## config.mk

```make
export PLATFORM = sky130hd
export DESIGN_NAME = baud_tick_gen
export DESIGN_NICKNAME = d
export VERILOG_FILES = /design/src/rtl/baud_pkg.sv /design/src/rtl/baud_regs.sv /design/src/rtl/baud_prescale.sv /design/src/rtl/baud_div16.sv /design/src/rtl/baud_tick_gen.sv
export SDC_FILE = /design/constraint.sdc
export NUM_CORES = 1
export LEC_CHECK = 0
export ABC_CLOCK_PERIOD_IN_PS = 7960
export BUFFER_PORTS_ARGS = -buffer_cell sky130_fd_sc_hd__buf_2
export CAP_MARGIN = 5
export CORE_MARGIN = 4
export CORE_UTILIZATION = 35
export DETAILED_ROUTE_END_ITERATION = 6
export SLEW_MARGIN = 20
export SYNTH_ARGS = -nofsm -noshare
export SYNTH_HDL_FRONTEND = slang
export SYNTH_SLANG_ARGS = --single-unit
```

## constraint.sdc

```tcl
create_clock -name clk -period 7.96 [get_ports clk]
set_input_delay 1.592 -clock clk [delete_from_list [all_inputs] [get_ports clk]]
set_output_delay 1.592 -clock clk [all_outputs]
set_load 0.02 [all_outputs]
```

## src/rtl/baud_pkg.sv

```systemverilog
package baud_pkg;
    localparam int BYTE_W   = 8;
    localparam int DIV_W    = 13;
    localparam int FLAG_W   = 3;
    localparam int OS_RATIO = 16;
    localparam int HI_DIV_W = DIV_W - BYTE_W;

    typedef enum logic {
        LOC_UPPER = 1'b0,
        LOC_LOWER = 1'b1
    } loc_e;
endpackage

```

## src/rtl/baud_regs.sv

```systemverilog
module baud_regs
    import baud_pkg::*;
#(
    parameter int B_W  = BYTE_W,
    parameter int D_W  = DIV_W,
    parameter int F_W  = FLAG_W
) (
    input  logic             clk,
    input  logic             rst,
    input  logic             bus_wr,
    input  logic             bus_wide,
    input  logic             bus_addr,
    input  logic [2*B_W-1:0] bus_wdata,
    output logic [B_W-1:0]   rdata,
    output logic [D_W-1:0]   div_o,
    output logic [F_W-1:0]   flags_o,
    output logic             commit_o
);
    localparam int H_W = D_W - B_W;

    typedef struct packed {
        logic [F_W-1:0] flags;
        logic [H_W-1:0] hi_buf;
        logic [D_W-1:0] div;
    } regs_t;

    regs_t regs_d, regs_q;
    logic  commit_d;
    logic  up_wr, lo_wr;

    always_comb begin
        regs_d   = regs_q;
        commit_d = 1'b0;
        up_wr    = bus_wr && !bus_wide && (loc_e'(bus_addr) == LOC_UPPER);
        lo_wr    = bus_wr && !bus_wide && (loc_e'(bus_addr) == LOC_LOWER);
        if (bus_wr && bus_wide) begin
            regs_d.flags  = bus_wdata[2*B_W-1 -: F_W];
            regs_d.hi_buf = bus_wdata[B_W+H_W-1 : B_W];
            regs_d.div    = {bus_wdata[B_W+H_W-1 : B_W], bus_wdata[B_W-1:0]};
            commit_d      = 1'b1;
        end else if (up_wr) begin
            regs_d.flags  = bus_wdata[B_W-1 -: F_W];
            regs_d.hi_buf = bus_wdata[H_W-1:0];
        end else if (lo_wr) begin
            regs_d.div    = {regs_q.hi_buf, bus_wdata[B_W-1:0]};
            commit_d      = 1'b1;
        end
    end

    always_ff @(posedge clk) begin
        if (rst) regs_q <= '0;
        else     regs_q <= regs_d;
    end

    always_comb begin
        if (loc_e'(bus_addr) == LOC_UPPER) rdata = {regs_q.flags, regs_q.hi_buf};
        else                               rdata = regs_q.div[B_W-1:0];
    end

    assign div_o    = regs_q.div;
    assign flags_o  = regs_q.flags;
    assign commit_o = commit_d;

    // staging an upper byte leaves the running divisor alone
    a_r2_stage_only: assert property (@(posedge clk) disable iff (rst)
        up_wr |=> $stable(div_o));
    // lower write commits buffer and new low byte together
    a_r3_commit_pair: assert property (@(posedge clk) disable iff (rst)
        lo_wr |=> div_o == {$past(regs_q.hi_buf), $past(bus_wdata[B_W-1:0])});
    // lower writes never touch the flags
    a_r5_flags_kept: assert property (@(posedge clk) disable iff (rst)
        lo_wr |=> $stable(flags_o));
    // wide write lands the whole divisor in one edge
    a_r10_wide_commit: assert property (@(posedge clk) disable iff (rst)
        (bus_wr && bus_wide) |=> div_o == $past(bus_wdata[D_W-1:0]));
endmodule

```

## src/rtl/baud_prescale.sv

```systemverilog
module baud_prescale
    import baud_pkg::*;
#(
    parameter int D_W = DIV_W
) (
    input  logic           clk,
    input  logic           rst,
    input  logic [D_W-1:0] div,
    input  logic           restart,
    output logic           os_tick
);
    typedef struct packed {
        logic [D_W-1:0] cnt;
    } pre_t;

    pre_t pre_d, pre_q;
    logic running;
    logic at_end;

    always_comb begin
        running = (div != '0);
        at_end  = running && (pre_q.cnt == div - D_W'(1));
        pre_d   = pre_q;
        if (restart || !running || at_end) pre_d.cnt = '0;
        else                               pre_d.cnt = pre_q.cnt + D_W'(1);
    end

    always_ff @(posedge clk) begin
        if (rst) pre_q <= '0;
        else     pre_q <= pre_d;
    end

    assign os_tick = at_end;

    // a zero divisor keeps the oversample output silent
    a_r8_zero_quiet: assert property (@(posedge clk) disable iff (rst)
        (div == '0) |-> !os_tick);
    // a commit restarts the prescale count
    a_r9_pre_restart: assert property (@(posedge clk) disable iff (rst)
        restart |=> pre_q.cnt == '0);
    // the count never reaches the divisor
    a_r6_cnt_bound: assert property (@(posedge clk) disable iff (rst)
        (div != '0) |-> pre_q.cnt < div);
endmodule

```

## src/rtl/baud_div16.sv

```systemverilog
module baud_div16
    import baud_pkg::*;
#(
    parameter int RATIO = OS_RATIO
) (
    input  logic clk,
    input  logic rst,
    input  logic os_tick,
    input  logic restart,
    output logic bit_tick
);
    localparam int C_W = (RATIO > 1) ? $clog2(RATIO) : 1;
    localparam logic [C_W-1:0] LAST = C_W'(RATIO - 1);

    typedef struct packed {
        logic [C_W-1:0] cnt;
    } d16_t;

    d16_t d16_d, d16_q;
    logic wrap;

    always_comb begin
        wrap  = os_tick && (d16_q.cnt == LAST);
        d16_d = d16_q;
        if (restart)      d16_d.cnt = '0;
        else if (wrap)    d16_d.cnt = '0;
        else if (os_tick) d16_d.cnt = d16_q.cnt + C_W'(1);
    end

    always_ff @(posedge clk) begin
        if (rst) d16_q <= '0;
        else     d16_q <= d16_d;
    end

    assign bit_tick = wrap;

    // a commit restarts the divide-by-ratio count
    a_r9_d16_restart: assert property (@(posedge clk) disable iff (rst)
        restart |=> d16_q.cnt == '0);
    // count stays frozen between oversample pulses
    a_r7_hold_idle: assert property (@(posedge clk) disable iff (rst)
        (!os_tick && !restart) |=> $stable(d16_q.cnt));
endmodule

```

## src/rtl/baud_tick_gen.sv

```systemverilog
module baud_tick_gen
    import baud_pkg::*;
#(
    parameter int B_W   = BYTE_W,
    parameter int D_W   = DIV_W,
    parameter int F_W   = FLAG_W,
    parameter int RATIO = OS_RATIO
) (
    input  logic             clk,
    input  logic             rst,
    input  logic             bus_wr,
    input  logic             bus_wide,
    input  logic             bus_addr,
    input  logic [2*B_W-1:0] bus_wdata,
    output logic [B_W-1:0]   bus_rdata,
    output logic [D_W-1:0]   div_active,
    output logic [F_W-1:0]   ctl_flags,
    output logic             os_tick,
    output logic             bit_tick
);
    logic commit;

    baud_regs #(.B_W(B_W), .D_W(D_W), .F_W(F_W)) u_regs (
        .clk      (clk),
        .rst      (rst),
        .bus_wr   (bus_wr),
        .bus_wide (bus_wide),
        .bus_addr (bus_addr),
        .bus_wdata(bus_wdata),
        .rdata    (bus_rdata),
        .div_o    (div_active),
        .flags_o  (ctl_flags),
        .commit_o (commit)
    );

    baud_prescale #(.D_W(D_W)) u_pre (
        .clk    (clk),
        .rst    (rst),
        .div    (div_active),
        .restart(commit),
        .os_tick(os_tick)
    );

    baud_div16 #(.RATIO(RATIO)) u_d16 (
        .clk     (clk),
        .rst     (rst),
        .os_tick (os_tick),
        .restart (commit),
        .bit_tick(bit_tick)
    );

    // a bit pulse always coincides with an oversample pulse
    a_r7_bit_on_os: assert property (@(posedge clk) disable iff (rst)
        bit_tick |-> os_tick);
    // no bit pulse while stopped
    a_r8_no_bit_stopped: assert property (@(posedge clk) disable iff (rst)
        (div_active == '0) |-> !bit_tick);
endmodule

```

==> run metrics, run 1 <==
status=completed; syn_nets=approximately 330; RSZ-0062 raised after global routing=false; Power per Cell Area=about 170 mW/mm^2; post-synthesis instance total=roughly 300; Final Hold Viols=0; core area=between 0.006 and 0.007 sq mm; Setup violations, final=0; Seq cells post-synth=38; GRT Total Usage=approximately 15%; Multi-input gate area=0.00140 sq mm; worst skew pair latency=approximately 0.29 ns; crit start category=register; number of synthesized flops with an enable pin=0; Die X=approximately 91 um; clock sink count=38; initial antenna violation count=0; FF+latch area=761 sq um; uppermost routed layer=met4; main combinational cell family by area after synthesis=simple AND/OR/NAND/NOR gates; crit path time final=about 4.7 ns; VDD IR max=0.0876 mV; Hold WC Path Type=reg -> reg; Routability Congestion=0.869; DP Wirelength=4.67 mm; sequential share of the synthesized area=a little under a third; xor and xnor area share after synthesis=around a tenth; Worst path slowest cell=or4b_1; share of cells above drive strength 1=21.2%; GRT overflow=0; max incr delay on CP=between 0.5 and 0.6 ns; number of distinct library cells after synthesis=between 40 and 50; Synth Area in Adders=2.10%; hold slack=between 0.5 and 0.6 ns; num ports=47; CTS buffer count=5; Worst Tran Pin Value=approximately 1 ns; Met2 Wirelength=between 2 and 3 mm; WS Path Type=reg -> out; synthesis-to-layout area growth=9.69%; worst-path maximum fanout=10; compound-gate portion of the synthesized area=approximately 17%; post-synthesis mux area share=about 3.8%; crit path DAT=a little over 3 ns; DR pass1 iterations=5; DRT Wirelength=approximately 6 mm; post-CTS resize count=0; max cap viols=0; Synth Area per Inst=7.86 sq um; Final Util=between 40% and 50%; WL met3=between 200 and 300 um; Period Utilization, post-route=58.9%; die area=0.00821 sq mm; fin. max-slew vios=0; # rows=29; vias in the first global route=2013; Synth Area in Simple Gates=26.1%; n_diodes=0; clk slew on worst S/H paths=approximately 0.07 ns; YS warnings=0; routed len/inst=approximately 15 um; DRC viols=0; post-route antenna net violation count=0; via count=2185; Worst Skew=0.0107 ns; CTS Buffer Depth=2; first-pass GRT wire length=a little over 10 mm; top cells by count, synth=dfxtp_1, nand2_1, nor2_1, buf_4; Starting Density=36.8%; Relative slew margins=about a third; top-area cell type share of the netlist area=31.8%; WP data required=about 6.4 ns; Max Clock Freq=around 210 MHz; die height=90.6 um; CTS H-tree lvls=2; CTS tree=done; final net count=350; most common cell in the netlist=dfxtp_1; buffers and inverters on the worst path=2; CP endpoint kind=primary output; wire length on met1=between 2 and 3 mm; Filler cells=between 600 and 700; CTS hold repair buffers=0; Synth Cell Area=approximately 0.0024 sq mm; post-synth top area cell=dfxtp_1; Pleak=~1.1 nW; Post-CTS Repair Setup Buffers=0; largest net degree at the start of global routing=23; FFs w/ async S/R, synth=0%; Sum Neg Setup Slack=0 ns; CP cell instances=inv_1 -> ha_1 -> or4b_1 -> o31a_1 -> a211oi_1 -> nand2_1 -> nor4b_2 -> nand2_1 -> nor2_1 -> buf_2; most frequent CP cell=nand2_1; cell family with most CP delay=simple AND/OR/NAND/NOR gates; initial drt markers=~150; top_reg_cell synth=dfxtp_1; top post-synthesis cells by area=dfxtp_1, nand2_1, nor2_1; Port Buffers=46; Clock Tree Root=clkbuf_8; vias per std cell=about 5.4
## power by group
group	internal, mW	switching, mW	total, mW
Sequential	0.198	0.0130	0.211
Combinational	0.0391	0.0616	0.101
Clock	0.0699	0.0677	0.138
## metrics by stage
stage / cell area [sq um] / instances / setup WS [ns] / total power, mW
after detailed placement: 2530 / 395 / 3.60 / 0.316
after floorplan: 2390 / 304 / 3.75 / 0.294
after CTS: 2620 / 403 / 3.27 / 0.456
after global placement: 2530 / 395 / 3.70 / 0.315
after global routing: 2620 / 403 / 2.98 / 0.477
final: 2620 / 403 / 3.28 / 0.450
## per-layer routing
metal  track usage (%)  vias up
li1                  -     1103
met1              21.0     1038
met2              23.3       36
met3              3.25        8
met4              6.12        0
met5                 0        -
## cells by family after synthesis
logic type | count (synthesis)
and+or+nand+nor | 127
DFF | 38
adders and majority gates | 4
muxes | 8
xor gates and xnor gates | 27
buffers and inverters | 43
AOI/OAI and AO/OA | 57
## state kept, by name, summed over array words and instances (netlist names)
signal	count
u_pre.pre_q	13
u_regs.regs_q	5
u_d16.d16_q	4
u_regs.div_o	13
u_regs.flags_o	3
## final timing paths
path	startpoint	endpoint	slack, ns	cells after the start
worst min-delay path	u_regs.regs_q[15]	u_regs.div_o[10]	0.51	2
worst max register to register	u_regs.div_o[0]	u_pre.pre_q[3]	4.97	9
worst min register to register	u_regs.regs_q[15]	u_regs.div_o[10]	0.51	2
worst max-delay path	u_regs.div_o[0]	bit_tick	3.28	10
## cells in the final DEF, fill, tap and decap left out, types with 2 or more instances in the layout
cell,netlist,layout
nor4_1,6,6
a21boi_0,2,2
buf_2,2,46
xnor2_1,15,15
o21ai_1,3,3
mux2_2,8,8
dfxtp_1,38,38
o21ai_0,5,5
nand2b_1,3,3
o211ai_1,2,2
a211oi_1,11,11
nand3_1,15,15
nand3b_1,2,2
o41ai_1,2,2
or2_2,2,2
inv_1,10,10
nor2_1,36,36
o21bai_1,2,2
xor2_1,12,12
a31oi_1,4,4
or3_1,5,5
a311oi_1,8,8
a21oi_1,11,11
nand2_1,37,37
nor3_1,5,5
ha_1,4,4
clkbuf_8,0,6
and3_1,7,7
## area by class of cell
cell class                 count  area share [%]
timing repair buffer          47            9.07
inverter                      10            1.43
tap                           77            3.68
clock buffer                   7            3.30
clock inverter                 1           0.191
multi-input combinational    223            53.3
sequential                    38            29.0
## worst min-delay path, cell delays in order (launching register included)
cell and delay [ns]:
dfxtp_1 0.33, nand2_1 0.06, a311oi_1 0.07
Note: power is estimated with default switching activity, not from simulation.
==> inputs of run 2 (changes only) <==
ABC_AREA = 1   (was unset)
ABC_CLOCK_PERIOD_IN_PS = 4700   (was 7960)
clock period = 4.7 ns   (was 7.96 ns; I/O delays follow)
==> run 2 against run 1 <==
  * Sequential share of layout area down 2.6 points
  * Clock skew down 0.0017 ns
  * First-iteration DRC count down 34%
  * Flip-flop and latch count unchanged
  * Hold slack worse by 0.027 ns
  * Sequential power up 68%
  * Design area up 9.8%
  * Clock power up 71%
  * Die area up 7.3%
  * Combinational power up 120%
  * Critical endpoint unchanged
  * Largest cell class unchanged
  * Largest power group unchanged
==> run metrics, run 2 <==
fin. max-slew vios=0 (unchanged); Die X=93.9 um (+3.6%); final net count=459 (+31%); clk slew on worst S/H paths=0.08 ns (about the same); WS Path Type=reg -> out; Port Buffers=46 (unchanged); Final Hold Viols=0 (unchanged); status=completed; crit path time final=approximately 3.2 ns; sequential share of the synthesized area=29.5% (-2.4 points); number of distinct library cells after synthesis=31 (-34%); Max Clock Freq=309 MHz; top cells by count, synth=nand2_1, inv_1, nor2_1, dfxtp_1, o21ai_0; die height=93.9 um (+3.6%); via count=2487 (+14%); number of synthesized flops with an enable pin=0 (unchanged); top_reg_cell synth=dfxtp_1; most common cell after layout, fill and taps aside=nand2_1; initial drt markers=98 (-34%); design area=0.00288 sq mm (+9.8%); CP endpoint kind=primary output; Worst Skew=0.00899 ns (-0.00175 ns); crit path DAT=2.29 ns (-0.80 ns); Synth Cell Area=0.00258 sq mm (+8.0%); Seq cells post-synth=38 (unchanged); Comb pwr share=27.2% (+4.8 points); DR pass1 iterations=4 (-1); max cap viols=0 (unchanged); first-pass GRT wire length=11.2 mm (+10%); syn_nets=428 (+30%); most common cell in the netlist=nand2_1; n_diodes=0 (unchanged); routed len/inst=12.3 um (-20%); Int Pwr=529 uW (+72%); die area=0.00881 sq mm (+7.3%); DRT Wirelength=6.58 mm (+6.7%); YS warnings=0 (unchanged); Clock Tree Root=clkbuf_8; Power per Cell Area=282 mW/mm^2 (+64%); final worst slack=1.47 ns (-1.81 ns); Routability Congestion=0.865 (-0.46%); top post-synthesis cells by area=dfxtp_1, nand2_1, inv_1; CTS tree=done; CTS buffer count=5 (unchanged); clock share of power=29.1% (-1.5 points); vias in the first global route=2418 (+20%); dpl ws=1.76 ns (-1.84 ns); Relative slew margins=70.0% (+36 points); num ports=47 (unchanged); Flop pwr share=43.8% (-3.2 points); Filler cells=816 (+19%); post-CTS resize count=0 (unchanged); crit start category=register; Period Utilization, post-route=between 60% and 70%; commonest cells after routing, fill and taps aside=nand2_1, inv_1, buf_2; Starting Density=35.8% (-1.0 points); Sum Neg Setup Slack=0 ns (unchanged); total power=811 uW (+80%); core area=0.00721 sq mm (+11%); largest net degree at the start of global routing=19 (-17%); worst skew pair latency=0.29 ns (about the same); # rows=31 (+6.9%); CTS hold repair buffers=0 (unchanged); DRC viols=0 (unchanged); post-synth top area cell=dfxtp_1; worst-path maximum fanout=6 (-4); GRT Total Usage=15.8% (+0.49 points); DP Wirelength=5.32 mm (+14%); Synth Area per Inst=6.40 sq um (-19%); CTS Buffer Depth=2 (unchanged); GRT overflow=0 (unchanged); VDD IR max=0.147 mV (+68%); synthesis-to-layout area growth=11.5%; Post-CTS Repair Setup Buffers=0 (unchanged); WP data required=3.76 ns (-2.61 ns); share of cells above drive strength 1=17.0% (-4.2 points); Hold WC Path Type=reg -> reg; vias per std cell=4.66 (-14%); CTS H-tree lvls=2 (unchanged); initial antenna violation count=0 (unchanged); RSZ-0062 raised after global routing=false; clock sink count=38 (unchanged); FFs w/ async S/R, synth=0% (unchanged); post-route antenna net violation count=0 (unchanged); post-synthesis instance total=403 (+33%); Net Switching=281 uW (+98%); Sw Ratio=34.7% (+3.0 points); Pleak=1.36 nW (+25%); DP Area=0.00278 sq mm (+10%); Setup violations, final=0 (unchanged); top-area cell type share of the netlist area=29.5% (-2.4 points); Final Util=39.9% (-0.47 points); Worst Tran Pin Value=0.446 ns (-0.540 ns)
run 2: changes by cell type after synthesis, moves of 8 or more:
cell      change
clkbuf_1     -10
mux2_2        -8
a311oi_1      -8
nand4_1       +8
nand2_1      +72
a211oi_1     -11
o21ai_0      +27
inv_1        +46
run 2: final timing paths:
| path | startpoint | to | slack, ns | depth (start not counted) |
|---|---|---|---|---|
| min reg2reg | u_d16.d16_q[3] | u_d16.d16_q[3] | 0.48 | 2 |
| max | u_regs.div_o[0] | bit_tick | 1.47 | 14 |
| min | u_d16.d16_q[3] | u_d16.d16_q[3] | 0.48 | 2 |
| max reg2reg | u_regs.div_o[0] | u_pre.pre_q[2] | 2.54 | 12 |
run 2: power groups by stage:
stage / logic, mW / clock network (mW) / registers, mW
2_1_floorplan: 0.175 / 0 / 0.357
3_3_place_gp: 0.218 / 0 / 0.362
3_5_place_dp: 0.219 / 0 / 0.362
4_1_cts: 0.220 / 0.247 / 0.355
5_1_grt: 0.250 / 0.262 / 0.358
6_report: 0.220 / 0.236 / 0.355
run 2: kinds of logic (layout without fill, tap and decap cells):
group,count (synthesis),count (layout),share of synthesized area (%)
xor+xnor,17,17,6.30
flops,38,38,29.5
compound gates,58,58,12.1
simple gates,206,206,35.8
fa+ha+maj,4,4,1.94
buf+inv,80,112,14.4
run 2: layout make-up:
| cell class | count | area [sq um] | share of cell area, % |
|---|---|---|---|
| clock buffers | 6 | 82.6 | 2.87 |
| clock inverters | 2 | 12.5 | 0.435 |
| inverters | 58 | 218 | 7.57 |
| multi-input cells | 285 | 1450 | 50.4 |
| flip-flops and latches | 38 | 761 | 26.4 |
| well taps | 99 | 124 | 4.31 |
| repair buffers | 46 | 230 | 8.00 |
run 2: routing by layer:
| metal | vias up | track usage, % | part of all wire [%] |
|---|---|---|---|
| met2 | 52 | 26.8 | 45 |
| met3 | 2 | 2.56 | 4.1 |
| li1 | 1323 | - | - |
| met4 | 0 | 2.89 | 0.55 |
| met5 | - | 0 | 0 |
| met1 | 1110 | 21.2 | 50 |
run 2: worst max-delay path, cell delays in order, from the launching register on:
cell and delay (ns):
dfxtp_1 0.41, inv_1 0.12, ha_1 0.31, or2_2 0.10
nand2_1 0.04, nor2_1 0.16, nand2_1 0.08, nor2_1 0.10
nand2_1 0.10, nor2_1 0.11, nand2_1 0.05, nor2_1 0.08
nand4_1 0.10, nor2_1 0.09, buf_2 0.16
run 2: stage by stage:
step,hold slack (ns),std cells
floorplan,0.448,403
global placement,0.468,526
detailed placement,0.468,526
CTS,0.482,534
global route,0.507,534
finish,0.480,534
==> inputs of run 3 (changes only) <==
ABC_CLOCK_PERIOD_IN_PS = 3050   (was 4700)
clock period = 3.05 ns   (was 4.7 ns; I/O delays follow)
==> run 3 against run 2 <==
  * Non-clock buffer count increased by 3
  * Critical path depth unchanged
  * Total power increased by 52%
  * Global-route usage fell by 0.16 points
  * Design area increased by 1.1%
  * Die area is the same
  * First-iteration DRC count grew 4.1%
  * Final cell count up 0.19%
==> run metrics, run 3 (synthesized netlist as in run 2, its figures left out) <==
Routability Congestion=0.842 (-2.7%); DP Wirelength=5.24 mm (-1.6%); worst skew pair latency=0.29 ns (about the same); total power=1.24 mW (+52%); first-pass GRT wire length=10.9 mm (-2.1%); final net count=462 (+0.65%); vias in the first global route=2397 (-0.87%); Final Util=40.3% (+0.45 points); crit path time final=approximately 2.8 ns; CP endpoint kind=primary output; die area=0.00881 sq mm (unchanged); hold depth=1 (-1); Setup violations, final=0 (unchanged); crit start category=register; Finished Layout Cells=535 (+0.19%); Starting Density=35.8% (unchanged); Power per Cell Area=425 mW/mm^2 (+51%); hold slack=0.489 ns (+0.00888 ns); R2R cell count=10 (-2); initial drt markers=102 (+4.1%); Critical R2R Capture=u_pre.pre_q[2]; Relative slew margins=68.3% (-1.7 points); synthesis-to-layout area growth=12.8%; R2R setup slack=0.99 ns (-1.55 ns); min-delay src=u_pre.pre_q[0]; WP data required=2.44 ns (-1.32 ns); CTS hold repair buffers=0 (unchanged); DRC viols=0 (unchanged); vias per std cell=4.71 (+1.2%); clk slew on worst S/H paths=0.07 ns (about the same); # rows=31 (unchanged); Hold WC Path Type=reg -> reg; Worst Tran Pin Value=0.471 ns (+0.0251 ns); clock sink count=38 (unchanged); dpl ws=0.433 ns (-1.33 ns); WS Path Type=reg -> out; Final Hold Viols=0 (unchanged); Die X=93.9 um (unchanged); DRT Wirelength=6.44 mm (-2.0%); worst reg2reg path startpoint=u_regs.div_o[0]; VDD IR max=0.254 mV (+73%); GRT Total Usage=15.6% (-0.16 points); die height=93.9 um (unchanged); crit path DAT=2.22 ns (-0.07 ns); Period Utilization, post-route=between 90% and 100%; post-route antenna net violation count=0 (unchanged); Inst Count DP=527 (+0.19%); CTS Buffer Depth=2 (unchanged); Max Clock Freq=~350 MHz; largest net degree at the start of global routing=19 (unchanged); share of cells above drive strength 1=19.3% (+2.3 points); worst-path maximum fanout=6 (unchanged); CTS H-tree lvls=2 (unchanged); status=completed; Port Buffers=46 (unchanged); hold path endpoint=u_pre.pre_q[0]; n_diodes=0 (unchanged); most common cell after layout, fill and taps aside=nand2_1; Pleak=1.37 nW (+0.74%); Worst Skew=0.00782 ns (-0.00117 ns); via count=2522 (+1.4%); max cap viols=0 (unchanged); DR pass1 iterations=4 (unchanged); num ports=47 (unchanged); core area=0.00721 sq mm (unchanged); Clock Tree Root=clkbuf_8; final worst slack=0.217 ns (-1.25 ns); commonest cells after routing, fill and taps aside=nand2_1, inv_1, buf_2; CTS buffer count=5 (unchanged); initial antenna violation count=0 (unchanged); GRT overflow=0 (unchanged); routed len/inst=12.0 um (-2.2%); CTS tree=done; fin. max-slew vios=0 (unchanged)
run 3: changes by cell type in the layout (fill, tap and decap cells not counted), moves of 2 or more:
cell and delta:
buf_4 +4, inv_1 -2, nor2_2 +3, dfxtp_1 -2
inv_2 +2, dfxtp_4 +2, nor2_1 -3
run 3: per-stage QoR:
stage               setup TNS, ns  cell area [sq um]
floorplan                       0               2580
global placement                0               2790
detailed placement              0               2790
CTS                             0               2870
global route              -0.0395               2910
finish                          0               2910
run 3: report_power, final:
group / internal, mW / switching (mW)
combinational: 0.122 / 0.226
clock: 0.174 / 0.166
sequential: 0.519 / 0.0283
total: 0.815 / 0.421
run 3: what timing repair did:
item,4_1_cts,5_1_grt
endpoints found under the hold margin,0,0
gates resized for setup,0,12
buffers inserted,0,2
endpoints found under the setup margin,0,2
run 3: metal layers:
layer  vias up  track usage (%)  wire [um]
li1       1328                -          -
met1      1137             21.3       3180
met2        53             25.3       2920
met4         0             4.69         60
met3         4             2.56        279
met5         -                0          0
run 3: cell type report:
| class | instances | area (sq um) |
|---|---|---|
| clock buffers | 6 | 82.6 |
| fillers | 815 | 4310 |
| inverters | 58 | 218 |
| multi-input cells | 285 | 1460 |
| flip-flops and latches | 38 | 768 |
| well taps | 99 | 124 |
| repair buffers | 49 | 255 |
run 3: worst max-delay path, stage by stage (launching register included):
cell     delay [ns]
dfxtp_4        0.37
inv_2          0.06
ha_2           0.31
or2_2          0.10
nand2_1        0.05
nor2_2         0.16
nand2_1        0.09
nor2_2         0.12
nand2_2        0.08
nor2_2         0.11
nand2_1        0.05
nor2_1         0.08
nand4_1        0.11
nor2_1         0.12
buf_4          0.14
run 3: worst max-delay path by stage:
| stage | from | endpoint | slack, ns | cells past startpoint |
|---|---|---|---|---|
| after floorplan | u_regs.div_o[0] | bit_tick | 0.61 | 13 |
| after global placement | u_regs.div_o[0] | bit_tick | 0.51 | 14 |
| after detailed placement | u_regs.div_o[0] | bit_tick | 0.43 | 14 |
| after CTS | u_regs.div_o[0] | bit_tick | 0.11 | 14 |
| after global routing | u_regs.div_o[0] | bit_tick | -0.04 | 14 |
| final | u_regs.div_o[0] | bit_tick | 0.22 | 14 |
